[config.mk]
export PLATFORM = sky130hd
export DESIGN_NAME = pwr_seq_top
export DESIGN_NICKNAME = d
export VERILOG_FILES = /design/src/rtl/pwr_seq_pkg.sv /design/src/rtl/pwr_sync.sv /design/src/rtl/pwr_stage_timer.sv /design/src/rtl/pwr_supply_irq.sv /design/src/rtl/pwr_seq_top.sv
export SDC_FILE = /design/constraint.sdc
export NUM_CORES = 1
export LEC_CHECK = 0
export BUFFER_PORTS_ARGS = -buffer_cell sky130_fd_sc_hd__buf_2
export CAP_MARGIN = 30
export CORE_MARGIN = 3
export CORE_UTILIZATION = 40
export CTS_CLUSTER_DIAMETER = 40
export DETAILED_ROUTE_END_ITERATION = 8
export PLACE_DENSITY = 0.61
export SLEW_MARGIN = 15
export SYNTH_ARGS = -nofsm -noshare
export SYNTH_HDL_FRONTEND = slang
export SYNTH_SLANG_ARGS = --single-unit
[constraint.sdc]
create_clock -name clk -period 2.25 [get_ports clk]
set_input_delay 0.225 -clock clk [delete_from_list [all_inputs] [get_ports clk]]
set_output_delay 0.225 -clock clk [all_outputs]
set_load 0.02 [all_outputs]
[src/rtl/pwr_seq_pkg.sv]
package pwr_seq_pkg;

  localparam int unsigned THR_W = 3;
  localparam logic [THR_W-1:0] THR_DEFAULT = 3'd4;  // 2.3 V

  typedef enum logic [2:0] {
    PS_IDLE,
    PS_WAIT1,
    PS_CHK1,
    PS_WAIT2,
    PS_FUSE,
    PS_PAUSE,
    PS_CHK2,
    PS_RUN
  } pseq_state_t;

  // Converts a duration in tenths of a time unit into clock cycles, at least one.
  function automatic int unsigned scale_cycles(input int unsigned tenths,
                                               input int unsigned per_unit);
    int unsigned c;
    c = (tenths * per_unit) / 10;
    return (c == 0) ? 1 : c;
  endfunction

  // Threshold actually applied after the fuse read.
  function automatic logic [THR_W-1:0] pick_fuse_thr(input logic valid,
                                                     input logic [THR_W-1:0] code);
    return valid ? code : THR_DEFAULT;
  endfunction

endpackage

[src/rtl/pwr_sync.sv]
module pwr_sync #(
  parameter int unsigned STAGES = 2
) (
  input  logic clk,
  input  logic rst_n,
  input  logic d,
  output logic q
);
  logic [STAGES-1:0] chain;

  generate
    if (STAGES == 1) begin : g_one
      always_ff @(posedge clk or negedge rst_n) begin
        if (!rst_n) chain <= '0;
        else        chain <= d;
      end
    end else begin : g_many
      always_ff @(posedge clk or negedge rst_n) begin
        if (!rst_n) chain <= '0;
        else        chain <= {chain[STAGES-2:0], d};
      end
    end
  endgenerate

  assign q = chain[STAGES-1];
endmodule

[src/rtl/pwr_stage_timer.sv]
module pwr_stage_timer #(
  parameter int unsigned CNT_W = 6
) (
  input  logic             clk,
  input  logic             rst_n,
  input  logic             run,
  input  logic [CNT_W-1:0] limit,
  output logic             done
);
  logic [CNT_W-1:0] cnt;

  assign done = run && (cnt == limit - 1'b1);

  always_ff @(posedge clk or negedge rst_n) begin
    if (!rst_n)             cnt <= '0;
    else if (!run || done)  cnt <= '0;
    else                    cnt <= cnt + 1'b1;
  end
endmodule

[src/rtl/pwr_supply_irq.sv]
module pwr_supply_irq (
  input  logic clk,
  input  logic rst_n,
  input  logic active,
  input  logic enable,
  input  logic on_rise,
  input  logic cmp_sync,
  input  logic clr,
  output logic irq,
  output logic set_evt
);
  logic cmp_prev;
  logic rise_evt;
  logic fall_evt;

  assign rise_evt = cmp_sync & ~cmp_prev;
  assign fall_evt = ~cmp_sync & cmp_prev;
  assign set_evt  = active & enable & (on_rise ? rise_evt : fall_evt);

  always_ff @(posedge clk or negedge rst_n) begin
    if (!rst_n) begin
      cmp_prev <= 1'b0;
      irq      <= 1'b0;
    end else begin
      cmp_prev <= cmp_sync;
      if (!active)      irq <= 1'b0;
      else if (set_evt) irq <= 1'b1;
      else if (clr)     irq <= 1'b0;
    end
  end
endmodule

[src/rtl/pwr_seq_top.sv]
module pwr_seq_top
  import pwr_seq_pkg::*;
#(
  parameter int unsigned CLK_PER_UNIT = 4,
  parameter int unsigned LONG_TENTHS  = 130,
  parameter int unsigned SHORT_TENTHS = 25,
  parameter int unsigned SYNC_STAGES  = 2
) (
  input  logic             clk,
  input  logic             por_n,
  input  logic             ext_rst_n,
  input  logic             sw_rst_req,
  input  logic             cmp_above_raw,
  input  logic [THR_W-1:0] fuse_code,
  input  logic             fuse_valid,
  input  logic             fuse_done,
  input  logic             sw_thr_wr,
  input  logic [THR_W-1:0] sw_thr_code,
  input  logic             dip_irq_mode,
  input  logic             irq_on_rise,
  input  logic             irq_clr,
  output logic [THR_W-1:0] thr_sel,
  output logic             reg_en,
  output logic             fuse_rd,
  output logic             core_rst_n,
  output logic             supply_irq
);
  localparam int unsigned LONG_CYC  = scale_cycles(LONG_TENTHS, CLK_PER_UNIT);
  localparam int unsigned SHORT_CYC = scale_cycles(SHORT_TENTHS, CLK_PER_UNIT);
  localparam int unsigned MAX_CYC   = (LONG_CYC > SHORT_CYC) ? LONG_CYC : SHORT_CYC;
  localparam int unsigned CNT_W     = $clog2(MAX_CYC + 1);

  pseq_state_t      state;
  logic [THR_W-1:0] thr_q;
  logic [CNT_W-1:0] limit;
  logic             tmr_run;
  logic             tmr_done;

  // Named internal events, also used by the bound checker.
  logic cmp_sync;
  logic chk1_pass;
  logic chk2_pass;
  logic dip_reset;
  logic irq_set;
  logic running;

  pwr_sync #(.STAGES(SYNC_STAGES)) u_sync (
    .clk   (clk),
    .rst_n (por_n),
    .d     (cmp_above_raw),
    .q     (cmp_sync)
  );

  assign tmr_run = (state == PS_WAIT1) || (state == PS_WAIT2) || (state == PS_PAUSE);
  assign limit   = (state == PS_PAUSE) ? CNT_W'(SHORT_CYC) : CNT_W'(LONG_CYC);

  pwr_stage_timer #(.CNT_W(CNT_W)) u_tmr (
    .clk   (clk),
    .rst_n (por_n),
    .run   (tmr_run),
    .limit (limit),
    .done  (tmr_done)
  );

  assign running   = (state == PS_RUN);
  assign chk1_pass = (state == PS_CHK1) && cmp_sync;
  assign chk2_pass = (state == PS_CHK2) && cmp_sync;
  assign dip_reset = running && !dip_irq_mode && !cmp_sync;

  pwr_supply_irq u_irq (
    .clk      (clk),
    .rst_n    (por_n),
    .active   (running),
    .enable   (dip_irq_mode),
    .on_rise  (irq_on_rise),
    .cmp_sync (cmp_sync),
    .clr      (irq_clr),
    .irq      (supply_irq),
    .set_evt  (irq_set)
  );

  always_ff @(posedge clk or negedge por_n) begin
    if (!por_n) begin
      state <= PS_IDLE;
      thr_q <= THR_DEFAULT;
    end else if (!ext_rst_n) begin
      state <= PS_IDLE;
      thr_q <= THR_DEFAULT;
    end else begin
      unique case (state)
        PS_IDLE:  state <= PS_WAIT1;
        PS_WAIT1: if (tmr_done) state <= PS_CHK1;
        PS_CHK1:  if (chk1_pass) state <= PS_WAIT2;
        PS_WAIT2: if (tmr_done) state <= PS_FUSE;
        PS_FUSE: begin
          if (fuse_done) begin
            thr_q <= pick_fuse_thr(fuse_valid, fuse_code);
            state <= PS_PAUSE;
          end
        end
        PS_PAUSE: if (tmr_done) state <= PS_CHK2;
        PS_CHK2:  if (chk2_pass) state <= PS_RUN;
        PS_RUN: begin
          if (sw_rst_req || dip_reset) begin
            state <= PS_IDLE;
            thr_q <= THR_DEFAULT;
          end else if (sw_thr_wr) begin
            thr_q <= sw_thr_code;
          end
        end
        default: state <= PS_IDLE;
      endcase
    end
  end

  assign thr_sel    = thr_q;
  assign fuse_rd    = (state == PS_FUSE);
  assign core_rst_n = running;
  assign reg_en     = (state == PS_WAIT2) || (state == PS_FUSE) || (state == PS_PAUSE) ||
                      (state == PS_CHK2)  || running;
endmodule

==> results.cfg <==
[outcome]
status = finished, final reports clean

[global_routing]
grt.overflow.total = 0
grt_pass1_wl_mm = 2.97
grt_pass1_vias = 661
globalRouteTotalUtil = 0.144
grt_max_degree = 17
antenna_found_initial = 0

[sta]
maxSlewViolCount = 0
fin_setup_tns_ns = 0
setup_viol = 0
period_share = 0.833
fmax_mhz = 533
tightest_slew_ns = 0.457
relSlewSlack = 0.694
finalHoldViolations = 0
fin_worst_skew_ns = 0.00314
grt_setup_unrepaired = no
whs_ns = 0.0504
period_needed_ns = 1.87

[floorplan]
start_util = 0.440
die_x_um = 53.4
die_h_um = 53.4
fp-row-count = 16
dieArea_mm2 = 0.00285
coreArea_mm2 = 0.00204
num_io_pins = 24

[drt]
routed_wl_mm = 1.72
avgRoutedWirePerCell_um = 12.1
num_vias = 705
vias_per_cell = 4.96
drtPass1Iterations = 4
drtIter0Drc = 3
drtAntennaViolNets = 0
drc_errors = 0

[setup_path]
crit_fanout = 10
crit_arrival_ns = 2.04
timing.rr.end = state[0]
cp_data_required_time_ns = 2.42
criticalPathCategory = reg -> reg
max_stage_delay_ns = 0.41
path_cells = inv_1, ha_1, and4bb_2, nand4_1, o211ai_2, and2_4, a32o_1
endpoint_kind = flip-flop
reg2regPathDepth = 7
slowest_stage = dfrtp_1
start_kind = flip-flop
r2r_slack_ns = 0.38
r2r-start = state[1]
crit_path_start = state[1]
endpoint = state[0]

[final_layout]
synthToLayoutAreaGrowth_pct = 20.5
drive_above_1_share = 0.348
design_area_mm2 = 0.00108
nets = 138
n_antenna_cell = 0

[pwr]
vdd_drop_max_mv = 0.665
power_frac_comb = 0.356
p_seq_frac = 0.435
intPower_mw = 0.563
p_per_area_mw_per_mm2 = 799
power_mw = 0.864
p_sw_frac = 0.348
pwr-share-clk = 0.210
p_leak_nw = 0.547
p_sw_mw = 0.301

[synthesis]
yosys-top-cells-count = dfrtp_1, nor2_1, inv_1
ys_top_cells_by_area = dfrtp_1, ha_1, nor2_1
synth_cell_types = 35
synth-seq-cells = 16
synth_edf_count = 0
ys.flop_type = dfrtp_1
yosysTopAreaCellShare = 0.418
async_reset_ff_frac = 1.00
synth.largest_area_cell = dfrtp_1
synth_most_common_cell = dfrtp_1
synth.avg_cell_area_um2 = 10.2
yosysSeqAreaShare = 0.447
netlist_instances = 88
syn_nets = 110
yosysWarnings = 0
syn-cell-area_um2 = 898

[run]
cap_violations = 0

[placement]
place_area_mm2 = 0.00104
io_buffer_count = 23
post-dp-hpwl_mm = 1.43
gp_congestion = 0.821

[worst_hold_path]
hold_start = cmp_above_raw
min_path_type = in -> reg

[clocking]
cts_resized = 0
hold_buffers = 1
cts-root-buf = clkbuf_4
numCtsBuffers = 3
clk-insertion-delay-late_ns = 0.28
cts_buffer_depth = 2
post_cts_buffers = 0
htreeDepth = 1
cts_tree = built
cts.sinks = 16
clkTransAtPathRegs_ns = 0.09
## power groups by stage
stage | clock network (mW) | registers [mW] | logic, mW
floorplan | 0 | 0.376 | 0.227
global placement | 0 | 0.379 | 0.307
detailed placement | 0 | 0.381 | 0.307
CTS | 0.191 | 0.376 | 0.309
global route | 0.203 | 0.386 | 0.349
finish | 0.181 | 0.376 | 0.308
## critical path, delay by kind of cell (launching register included)
family	cells	cell delay, ns
AOI/OAI and AO/OA	2	0.45
buffers and inverters	1	0.09
DFF	1	0.41
adders and majority gates	1	0.25
and+or+nand+nor	3	0.55
## flip-flops by register name (all words and copies together), names as in the netlist
signal,flops
u_irq.cmp_prev,1
u_irq.irq,1
state,3
thr_sel,3
u_sync.chain,2
u_tmr.cnt,6
## routing by layer
metal  vias to the layer above  share of wire  GRT usage
met5                         -              0          0
met4                         0         0.0058     0.0255
met3                         2          0.063     0.0423
met2                        17           0.48      0.241
met1                       329           0.45      0.182
li1                        357              -          -
## final cells by class
class | instances | area, um^2
tap | 27 | 33.8
timing repair buffer | 24 | 125
clock buffer | 4 | 36.3
inverter | 10 | 37.5
fill | 209 | 960
multi-input combinational | 61 | 448
sequential | 16 | 402
## cell usage in the layout (no fill, tap or decap)
cell type and instances:
and4bb_2 1, a311oi_1 1, xnor2_1 1, nor2_1 10, dfrtp_1 15, ha_1 5
nand3_1 4, xor2_1 3, nor3_1 1, a22oi_1 1, o22ai_1 2, a21oi_2 1
a22o_2 2, dlygate4sd3_1 1, and2b_1 2, nand2_2 1, mux2_1 3, clkbuf_8 1
a21oi_1 2, a211oi_1 1, inv_1 9, nand4_1 1, o211ai_2 1, inv_2 1
nor4_4 1, o21bai_1 1, o211ai_1 1, and2_4 1, a32o_1 1, dfstp_2 1
nand2_1 5, and3_2 1, and3_1 1, buf_2 23, clkbuf_4 3, a31o_2 2
nor2b_1 1, o21ai_0 3
## metrics by stage
| step | cells | utilization | setup slack, ns |
|---|---|---|---|
| 4_1_cts | 142 | 0.530 | 0.375 |
| 3_3_place_gp | 137 | 0.507 | 0.411 |
| 5_1_grt | 142 | 0.530 | 0.249 |
| 3_5_place_dp | 137 | 0.507 | 0.388 |
| 2_1_floorplan | 88 | - | 0.578 |
| 6_report | 142 | 0.530 | 0.376 |
## worst min-delay path by stage
stage | to | cells past startpoint
after floorplan | state[0] | 0
after CTS | u_sync.chain[0] | 1
after global routing | u_sync.chain[0] | 1
final | u_sync.chain[0] | 1
after detailed placement | thr_sel[0] | 1
after global placement | thr_sel[0] | 1
## logic make-up after synthesis
kind of cell             count (synthesis)  share of synthesized area
buffers and inverters                   11                     0.0543
AO/OA/AOI/OAI                           19                      0.162
AND/OR/NAND/NOR                         30                      0.191
adder cells (fa/ha/maj)                  5                     0.0696
multiplexers                             3                     0.0376
XOR/XNOR                                 4                     0.0390
flip-flops                              16                      0.447
Power figures use the tool's default switching activity.
